--- config.mk ---
export PLATFORM = sky130hd
export DESIGN_NAME = vidarb_clock_arbiter
export DESIGN_NICKNAME = d
export VERILOG_FILES = /design/src/rtl/vidarb_pkg.sv /design/src/rtl/vidarb_cycle_ctrl.sv /design/src/rtl/vidarb_refresh_path.sv /design/src/rtl/vidarb_clock_arbiter.sv
export SDC_FILE = /design/constraint.sdc
export NUM_CORES = 1
export LEC_CHECK = 0
export CAP_MARGIN = 5
export CORE_MARGIN = 4
export CORE_UTILIZATION = 40
export CTS_CLUSTER_SIZE = 20
export DETAILED_ROUTE_END_ITERATION = 7
export PLACE_DENSITY_LB_ADDON = 0.12
export SYNTH_ARGS = -nofsm -noshare
export SYNTH_HDL_FRONTEND = slang
export SYNTH_SLANG_ARGS = --single-unit
export TNS_END_PERCENT = 10
--- constraint.sdc ---
create_clock -name clk -period 5.75 [get_ports clk]
set_input_delay 1.15 -clock clk [delete_from_list [all_inputs] [get_ports clk]]
set_output_delay 1.15 -clock clk [all_outputs]
set_load 0.01 [all_outputs]
--- src/rtl/vidarb_pkg.sv ---
package vidarb_pkg;

  typedef enum logic [1:0] {
    SPD_NORMAL  = 2'd0,
    SPD_PARTIAL = 2'd1,
    SPD_FULL    = 2'd2
  } speedMode_t;

  typedef enum logic [1:0] {
    OWN_VIDEO   = 2'd0,
    OWN_CPU     = 2'd1,
    OWN_REFRESH = 2'd2
  } memOwner_t;

  // strobes from the cycle control to the refresh/owner datapath
  typedef struct packed {
    logic videoSlot;  // tick belongs to the video half of a cycle
    logic slotStart;  // first tick of a cycle that has a video half
    logic refreshOk;  // controller refresh permitted this cycle
  } arbStrobe_t;

  function automatic speedMode_t decodeMode(input logic [1:0] raw);
    case (raw)
      2'd1:    decodeMode = SPD_PARTIAL;
      2'd2:    decodeMode = SPD_FULL;
      default: decodeMode = SPD_NORMAL;
    endcase
  endfunction

endpackage

--- src/rtl/vidarb_cycle_ctrl.sv ---
module vidarb_cycle_ctrl
  import vidarb_pkg::*;
(
  input  logic       clk,
  input  logic       rstN,
  input  logic [1:0] speedSel,
  input  logic       cpuIsRam,
  output logic       cpuClkEn,
  output arbStrobe_t strb
);

  localparam int PH_W = 2;
  localparam logic [PH_W-1:0] LAST_SLOW = PH_W'(3);
  localparam logic [PH_W-1:0] LAST_FAST = PH_W'(1);
  localparam logic [PH_W-1:0] HALF      = PH_W'(2);

  logic [PH_W-1:0] phase;
  speedMode_t      curMode;
  logic            fastCyc;
  logic            cycEnd;
  speedMode_t      nextMode;
  logic            fullNow;

  assign cycEnd   = fastCyc ? (phase == LAST_FAST) : (phase == LAST_SLOW);
  assign nextMode = decodeMode(speedSel);
  assign fullNow  = (curMode == SPD_FULL);

  always_ff @(posedge clk) begin
    if (!rstN) begin
      phase   <= '0;
      curMode <= SPD_NORMAL;
      fastCyc <= 1'b0;
    end else if (cycEnd) begin
      phase   <= '0;
      curMode <= nextMode;
      fastCyc <= (nextMode == SPD_FULL) ||
                 ((nextMode == SPD_PARTIAL) && !cpuIsRam);
    end else begin
      phase <= phase + PH_W'(1);
    end
  end

  assign cpuClkEn       = cycEnd;
  assign strb.videoSlot = !fullNow && (phase < HALF);
  assign strb.slotStart = !fullNow && (phase == '0);
  assign strb.refreshOk = !fullNow;

  // a clock enable is never followed directly by another
  min_cycle_chk: assert property (@(posedge clk) disable iff (!rstN)
    cycEnd |=> !cycEnd);

  // the latched mode only moves at a cycle boundary
  mode_hold_chk: assert property (@(posedge clk) disable iff (!rstN)
    !cycEnd |=> $stable(curMode));

endmodule

--- src/rtl/vidarb_refresh_path.sv ---
module vidarb_refresh_path
  import vidarb_pkg::*;
#(
  parameter  int ROWS  = 128,
  localparam int ROW_W = (ROWS > 1) ? $clog2(ROWS) : 1,
  localparam int CNT_W = $clog2(ROWS + 1)
)(
  input  logic             clk,
  input  logic             rstN,
  input  logic             vBlank,
  input  arbStrobe_t       strb,
  output logic [1:0]       memOwner,
  output logic             refreshReq,
  output logic [ROW_W-1:0] refreshRow
);

  localparam logic [ROW_W-1:0] ROW_LAST = ROW_W'(ROWS - 1);
  localparam logic [CNT_W-1:0] BURST    = CNT_W'(ROWS);

  logic             vbPrev;
  logic [CNT_W-1:0] pending;
  logic [CNT_W-1:0] avail;
  logic [ROW_W-1:0] rowPtr;
  logic             issue;

  assign avail = (vBlank && !vbPrev) ? BURST : pending;
  assign issue = strb.slotStart && strb.refreshOk && vBlank && (avail != '0);

  always_ff @(posedge clk) begin
    if (!rstN) begin
      vbPrev  <= 1'b0;
      pending <= '0;
      rowPtr  <= '0;
    end else begin
      vbPrev  <= vBlank;
      pending <= avail - CNT_W'(issue);
      if (issue)
        rowPtr <= (rowPtr == ROW_LAST) ? '0 : rowPtr + ROW_W'(1);
    end
  end

  always_comb begin
    if (issue)               memOwner = OWN_REFRESH;
    else if (strb.videoSlot) memOwner = OWN_VIDEO;
    else                     memOwner = OWN_CPU;
  end

  assign refreshReq = issue;
  assign refreshRow = rowPtr;

  // refresh only inside blanking
  refresh_in_blank_chk: assert property (@(posedge clk) disable iff (!rstN)
    refreshReq |-> vBlank);

  // at most one refresh per cycle
  refresh_gap_chk: assert property (@(posedge clk) disable iff (!rstN)
    refreshReq |=> !refreshReq);

  // row pointer steps by one and wraps
  row_step_chk: assert property (@(posedge clk) disable iff (!rstN)
    refreshReq |=> (refreshRow == (($past(refreshRow) == ROW_LAST) ?
                                   '0 : $past(refreshRow) + ROW_W'(1))));

  // no refresh while full speed governs the cycle
  full_norefresh_chk: assert property (@(posedge clk) disable iff (!rstN)
    !strb.refreshOk |-> !refreshReq);

endmodule

--- src/rtl/vidarb_clock_arbiter.sv ---
module vidarb_clock_arbiter
  import vidarb_pkg::*;
#(
  parameter  int ROWS  = 128,
  localparam int ROW_W = (ROWS > 1) ? $clog2(ROWS) : 1
)(
  input  logic             clk,
  input  logic             rstN,
  input  logic [1:0]       speedSel,
  input  logic             cpuIsRam,
  input  logic             vBlank,
  output logic             cpuClkEn,
  output logic [1:0]       memOwner,
  output logic             refreshReq,
  output logic [ROW_W-1:0] refreshRow
);

  arbStrobe_t strb;

  vidarb_cycle_ctrl u_ctrl (
    .clk      (clk),
    .rstN     (rstN),
    .speedSel (speedSel),
    .cpuIsRam (cpuIsRam),
    .cpuClkEn (cpuClkEn),
    .strb     (strb)
  );

  vidarb_refresh_path #(.ROWS(ROWS)) u_path (
    .clk        (clk),
    .rstN       (rstN),
    .vBlank     (vBlank),
    .strb       (strb),
    .memOwner   (memOwner),
    .refreshReq (refreshReq),
    .refreshRow (refreshRow)
  );

endmodule

# After elaboration in Yosys (flattened, before gate mapping)

Index checks and enable logic that the tools add are counted.

Register bits after elaboration: 21
Latch bits: 0
RAM bits: 0
Memory bits (read-only): 0
Bits of input ports: 6
Output and inout port bits: 11
Word-level logic and storage cells: 39
Memories: 0

$add $sub $neg: 3
$mul: 0
Div/mod/pow operators: 0
Order comparisons: 1
Equality and inequality tests: 8
Shift-type cells: 0
Muxes and demuxes: 6
Bitwise logic cells: 1
Reduce and logical (&&, ||, !) cells: 14

Operators by type and width:

| operator              | number |
|---|---|
| $eq A2 B2 Y1 const B  | 4 |
| $mux W8               | 1 |
| $reduce_bool A8 Y1    | 1 |
| $sub A8 B1 Y8         | 1 |
| $add A7 B1 Y7 const B | 1 |
| $eq A7 B7 Y1 const B  | 1 |
| $logic_and A1 B1 Y1   | 7 |
| $mux W7               | 1 |
| $eq A2 B1 Y1 const B  | 3 |
| $pmux W2 S2           | 1 |
| $logic_not A1 Y1      | 3 |
| $add A2 B1 Y2 const B | 1 |
| $logic_not A2 Y1      | 1 |
| $lt A2 B2 Y1 const B  | 1 |
| $mux W1               | 2 |
| $mux W2               | 1 |
| $reduce_or A2 Y1      | 1 |
| $logic_or A1 B1 Y1    | 1 |
| $not A1 Y1            | 1 |

# Longest topological paths before layout

Gate-level depths: netlist of the first run.

Depth after elaboration: 7
Depth in mapped cells: 11
Mapped depth without buffers: 10

# By module

A second synthesis of the first run with hierarchy kept.

Cells, all modules: 122
Area total of the unflattened synthesis: 1034.7 um^2

By module, submodules not included:

| module              | instances | cells an instance | area an instance (um^2) | seq. area each (um^2) |
|---|---|---|---|---|
| vidarb_refresh_path | 1         | 93                | 785.8                   | 320.3 |
| vidarb_cycle_ctrl   | 1         | 29                | 249.0                   | 100.1 |

# Worst setup path after synthesis of the first run

OpenSTA, ideal clock, no wires.

Kind: input to output
Start: in vBlank
End: out memOwner[0]
Arrival time: 2.211 ns
Data required time: 4.600 ns
Path slack: 2.389 ns
Cell stages on the path: 6
Buffers on the path: 2
Cells stage by stage: and2b_1 -> buf_4 -> nor4b_4 -> buf_6 -> nor2_2 -> a21oi_1

Cells in the longest elaborated chain, start to end: 5
Elaborated cells on any way between the ends: 6
Those cells by class: 2 x mux; 4 x reduce/logical

RTL lines:

| item                  | line                       | source |
|---|---|---|
| start, declared       | vidarb_clock_arbiter.sv:11 | `input logic vBlank,` |
| $logic_and A1 B1 Y1   | vidarb_refresh_path.sv:26  | `assign avail = (vBlank && !vbPrev) ? BURST : pending;` |
| $mux W8               | vidarb_refresh_path.sv:26  |  |
| $reduce_bool A8 Y1    | vidarb_refresh_path.sv:27  | `assign issue = strb.slotStart && strb.refreshOk && vBlank && (avail != '0);` |
| $logic_and A1 B1 Y1 * | vidarb_refresh_path.sv:27  |  |
| named net refreshReq  | vidarb_clock_arbiter.sv:14 | `output logic refreshReq,` |
| $mux W2 *             | vidarb_refresh_path.sv:43  | `if (issue) memOwner = OWN_REFRESH;` |
| end, declared         | vidarb_clock_arbiter.sv:13 | `output logic [1:0] memOwner,` |

The timed path passes the listed nets; every way through them passes the cells marked *.

# Final worst setup path of the first run

Start: in vBlank
End: out memOwner[0]

Cells in the longest elaborated chain, start to end: 5
Elaborated cells on any way between the ends: 6
Those cells by class: 2 x mux; 4 x reduce/logical

RTL lines:

| item                  | line |
|---|---|
| $logic_and A1 B1 Y1   | vidarb_refresh_path.sv:26 |
| $mux W8               | vidarb_refresh_path.sv:26 |
| $reduce_bool A8 Y1    | vidarb_refresh_path.sv:27 |
| $logic_and A1 B1 Y1 * | vidarb_refresh_path.sv:27 |
| $mux W2 *             | vidarb_refresh_path.sv:43 |

Mark *: on every way between the ends. The rest lies on a longest branch, timed or not.

==> results of run 1 <==
==> sequential cells by signal (all words and copies together) (netlist names) <==
register           cells
u_path.pending         8
u_path.refreshRow      7
u_ctrl.phase           2
u_ctrl.curMode         2
u_ctrl.fastCyc         1
u_path.vbPrev          1
==> cells in the mapped netlist, drive strengths merged, types with 4 or more instances <==
master / instances / area (um2)
dfxtp: 21 / 420.4
a21oi: 12 / 60.06
nand2: 11 / 41.29
o21ai: 11 / 55.05
nor2: 9 / 36.29
nand3: 7 / 35.03
buf: 5 / 45.04
ha: 5 / 62.56
nor3: 4 / 20.02
o211ai: 4 / 30.03
==> kinds of logic after synthesis <==
logic type               share of synthesized area
AND/OR/NAND/NOR                             0.2859
adder cells (fa/ha/maj)                    0.05650
AO/OA/AOI/OAI                               0.1865
XOR/XNOR                                   0.01582
buffers and inverters                      0.05762
multiplexers                               0.01808
flip-flops                                  0.3797
==> final cells by class <==
class                      count  area [um2]
inverter                       4       15.01
fill                         263        1285
sequential                    21       420.4
timing repair buffer          16       160.2
multi-input combinational     98       623.1
tap                           30       37.54
clock buffer                   4       26.28
==> report_power, final <==
part	switching, mW	internal (mW)	leakage [nW]
clock network	0.0456	0.0271	0.0150
logic	0.0511	0.0459	0.278
registers	0.0135	0.158	0.171
total	0.110	0.231	0.464
==> tightest hold or removal path: stages, from the launching register on <==
cell and delay, ps:
dfxtp_1 330, nand2_1 50, a21oi_1 50
==> worst paths after layout <==
check / start / end
worst max-delay path: vBlank / memOwner[0]
worst min-delay path: u_ctrl.curMode[1] / u_ctrl.curMode[1]
worst max register to register: u_path.pending[3] / u_path.pending[6]
worst min register to register: u_ctrl.curMode[1] / u_ctrl.curMode[1]
==> per-stage QoR <==
step / util / instances / worst slack, ps / instance area [um2]
after floorplan: - / 129 / 2389 / 1107
after global placement: 0.4893 / 169 / 1219 / 1256
after detailed placement: 0.4893 / 169 / 1149 / 1256
after CTS: 0.4995 / 173 / 1130 / 1282
after global routing: 0.4995 / 173 / 901.6 / 1282
final: 0.4995 / 173 / 1126 / 1282
==> per-layer routing <==
metal	wire, um	share of wire	vias up
li1	-	-	503
met1	1082	0.48	451
met2	1032	0.46	27
met3	114	0.050	3
met4	29	0.013	0
met5	0	0	-
==> flow_metrics.py, run 1 <==
metrics = {
    "outcome": {
        "status": "finished, final reports clean",
    },
    "timing": {
        "finalHoldViolCount": 0,
        "rsz0062_at_grt": "false",
        "max_slew_margin": 0.5846,
        "fmax_ghz": 0.2163,
        "holdWs_ps": 466.7,
        "drv_slew": 0,
        "tightest_slew_ps": 620.4,
        "finalClockSkew_ps": 4.783,
        "setup_viol": 0,
        "setup_tns_ps": 0,
        "period_minus_slack_ps": 4624,
        "fin_crit_sh": 0.8042,
    },
    "logic_synthesis": {
        "ys_async_sr_fraction": 0,
        "ys_ff_latch": 21,
        "ys.flop_type": "dfxtp_1",
        "netlist_instances": 129,
        "yosysWarnings": 0,
        "ys_types": 37,
        "synth-seq-area-share": 0.3797,
        "syn-num-nets": 140,
        "synth_edf_count": 0,
        "synth_area_per_cell_um2": 8.584,
        "synth.cell_area_um2": 1107,
    },
    "clocking": {
        "cts_root_buf": "clkbuf_4",
        "cts_hold_buffers": 0,
        "cts_resized": 0,
        "clk_path_buf_depth": 2,
        "insertion_delay_ps": 310,
        "cts-buffers-inserted": 3,
        "post-cts-setup-buffer-count": 0,
        "cts.clk_slew.worst_paths_ps": 110,
        "clkSinkCount": 21,
        "htreeDepth": 1,
        "cts_tree": "done",
    },
    "finish": {
        "drive_gt1_frac": 0.05594,
        "area_growth_syn_to_layout_pct": 15.82,
        "num_antenna_cells": 0,
        "layout_commonest_cell": "dfxtp_1",
        "most-common-layout-cells": "dfxtp_1, clkdlybuf4s50_1, a21oi_1",
        "fin_nets": 155,
    },
    "run": {
        "maxCapViolCount": 0,
    },
    "power_and_ir_drop": {
        "leakagePower_nw": 0.4644,
        "fin_total_pwr_mw": 0.3408,
        "power_per_cell_area_nw_per_um2": 265.8,
        "vdd_ir_drop_max_mv": 0.1821,
    },
    "routing": {
        "firstDrtPassIters": 4,
        "drc": 0,
        "antenna_left": 0,
        "dr.first_iter.drc_count": 34,
        "wl_mm": 2.259,
        "vias": 984,
        "wl_per_cell_um": 13.06,
        "vias_per_cell": 5.688,
    },
    "floorplan": {
        "die_area_um2": 3674,
        "core_um2": 2567,
        "die_h_um": 60.62,
        "rows": 18,
        "die_x_um": 60.62,
        "start_util": 0.4313,
        "io_pins": 17,
    },
    "grt": {
        "grt_use_met1": 0.1832,
        "overflow": 0,
        "antenna_found_initial": 0,
        "grtUsageTotal": 0.1435,
        "met3_usage": 0.04043,
        "met2_usage": 0.2290,
        "busiest_layer": "met2",
        "grt_pass1_wl_mm": 4.015,
        "grt_max_degree": 19,
        "grt_pass1_vias": 954,
    },
    "setup_path": {
        "crit_path_end_kind": "output pin",
        "max_stage_delay_ps": 640,
        "rrSetupSlack_ps": 3130,
        "crit_type": "input port to output pin",
        "crit_required_ps": 4600,
        "cp_num_cells": 6,
        "cp_num_buf_inv": 2,
        "crit_fanout": 13,
        "arrival_ps": 3470,
        "start_kind": "input port",
        "path_cells": "clkdlybuf4s50_1 > and2b_1 > nor4b_4 > nor2_2 > a21oi_1 > clkdlybuf4s50_1",
        "cpMaxStageDelayCell": "nor4b_4",
        "ff2ff_path_depth": 9,
        "cpMostUsedCell": "clkdlybuf4s50_1",
        "critPathTopFamily": "simple AND/OR/NAND/NOR gates",
    },
    "hold_path": {
        "whs_path_depth": 2,
        "hp-class": "register to register",
    },
    "place": {
        "hpwl_mm": 1.644,
        "gp_congestion": 0.7706,
        "numPortBuffers": 16,
    },
}
Power figures use the tool's default switching activity.
==> run 2, diff against run 1 <==
==> constraint.sdc (replaced) <==
create_clock -name clk -period 4.1 [get_ports clk]
set_input_delay 0.82 -clock clk [delete_from_list [all_inputs] [get_ports clk]]
set_output_delay 0.82 -clock clk [all_outputs]
set_load 0.01 [all_outputs]
==> run 2 against run 1 <==
  * Cell count increased by 0.58%
  * Die area unchanged
  * Clock skew increased by 5.1 ps
  * Critical path depth unchanged
  * Non-clock buffer count increased by 1
  * Via count increased by 1.2%
==> flow_metrics.py, run 2 (same netlist as run 1, synthesis figures left out) <==
metrics = {
    "timing": {
        "tightest_slew_ps": 513.7,
        "fin_crit_sh": 0.8771,
        "setup_tns_ps": 0,
        "setup_viol": 0,
        "period_minus_slack_ps": 3596,
        "finalHoldViolCount": 0,
        "drv_slew": 0,
        "max_slew_margin": 0.6554,
        "finalClockSkew_ps": 9.864,
        "rsz0062_at_grt": "false",
        "fmax_ghz": 0.2781,
    },
    "clocking": {
        "clkSinkCount": 21,
        "cts_resized": 0,
        "cts_hold_buffers": 0,
        "htreeDepth": 1,
        "cts.clk_slew.worst_paths_ps": 110,
        "insertion_delay_ps": 310,
        "cts_tree": "done",
        "cts-buffers-inserted": 3,
        "cts_root_buf": "clkbuf_4",
        "post-cts-setup-buffer-count": 0,
        "clk_path_buf_depth": 2,
    },
    "setup_path": {
        "arrival_ps": 2780,
        "ff2ff_path_depth": 10,
        "crit_fanout": 9,
        "crit_path_end_kind": "output pin",
        "crit_type": "input port to output pin",
        "crit_required_ps": 3280,
        "start_kind": "input port",
    },
    "routing": {
        "vias": 996,
        "firstDrtPassIters": 4,
        "antenna_left": 0,
        "wl_mm": 2.293,
        "dr.first_iter.drc_count": 22,
        "vias_per_cell": 5.724,
        "drc": 0,
        "wl_per_cell_um": 13.18,
    },
    "floorplan": {
        "rows": 18,
        "die_area_um2": 3674,
        "start_util": 0.4313,
        "die_h_um": 60.62,
        "io_pins": 17,
        "core_um2": 2567,
        "die_x_um": 60.62,
    },
    "power_and_ir_drop": {
        "fin_total_pwr_mw": 0.4850,
        "leakagePower_nw": 0.4723,
        "power_per_cell_area_nw_per_um2": 375.6,
        "vdd_ir_drop_max_mv": 0.2380,
    },
    "finish": {
        "fin_nets": 156,
        "num_antenna_cells": 0,
        "area_growth_syn_to_layout_pct": 16.61,
        "layout_commonest_cell": "dfxtp_1",
        "drive_gt1_frac": 0.06944,
        "final_area_um2": 1291,
        "most-common-layout-cells": "dfxtp_1, clkdlybuf4s50_1, a21oi_1",
        "largest_reg_flops": 8,
        "top_register": "u_path.pending",
    },
    "grt": {
        "grtUsageTotal": 0.1352,
        "overflow": 0,
        "grt_pass1_wl_mm": 3.739,
        "antenna_found_initial": 0,
        "grt_pass1_vias": 856,
        "grt_max_degree": 19,
    },
    "run": {
        "maxCapViolCount": 0,
    },
    "place": {
        "gp_congestion": 0.7733,
        "numPortBuffers": 16,
        "hpwl_mm": 1.672,
        "placed_cell_area_um2": 1264,
    },
    "hold_path": {
        "hp-class": "register to register",
        "whs_path_depth": 2,
    },
    "outcome": {
        "status": "finished, final reports clean",
    },
}
## run 2: cell types whose count changed in the layout (fill, tap and decap cells not counted), sizes merged
cell	before	now
clkbuf	4	3
clkinv	1	2
buf	0	1
## run 2: routing by layer
metal,global-route usage,part of all wire,vias up
li1,-,-,501
met1,0.1768,0.48,466
met2,0.2107,0.46,27
met3,0.04681,0.051,2
met4,0.04025,0.0057,0
met5,0,0,-
## run 2: path summary, 6_finish.rpt
kind,startpoint,endpoint,slack (ps)
worst max-delay path,vBlank,memOwner[0],500
worst min-delay path,u_ctrl.curMode[1],u_ctrl.curMode[1],470
worst max register to register,u_ctrl.phase[0],u_path.pending[6],1770
worst min register to register,u_ctrl.curMode[1],u_ctrl.curMode[1],470
## run 2: layout make-up
cell class | count | area (um2)
multi-input combinational | 98 | 623.1
clock inverter | 1 | 5.005
clock buffer | 3 | 22.52
sequential | 21 | 420.4
inverter | 4 | 15.01
tap | 30 | 37.54
timing repair buffer | 17 | 167.7
fill | 274 | 1276
## run 2: critical path: stages
cell and delay (ps):
clkdlybuf4s50_1 470, and2b_1 300, nor4b_4 340, nor2_2 130
a21oi_1 150, clkdlybuf4s50_1 560
## run 2: stage by stage
stage | worst slack [ps] | hold slack (ps) | util | std cells
after global placement | 566.9 | 445.9 | 0.4922 | 170
after floorplan | 1399 | 436.8 | - | 129
after global routing | 371.3 | 516.6 | 0.5029 | 174
final | 503.7 | 470.5 | 0.5029 | 174
after detailed placement | 514.2 | 455.8 | 0.4922 | 170
after CTS | 495.5 | 474.0 | 0.5029 | 174
## run 2: where the power goes
part / total (mW) / internal [mW] / switching, mW
Clock: 0.103 / 0.0365 / 0.0666
Combinational: 0.142 / 0.0681 / 0.0735
Sequential: 0.240 / 0.221 / 0.0191
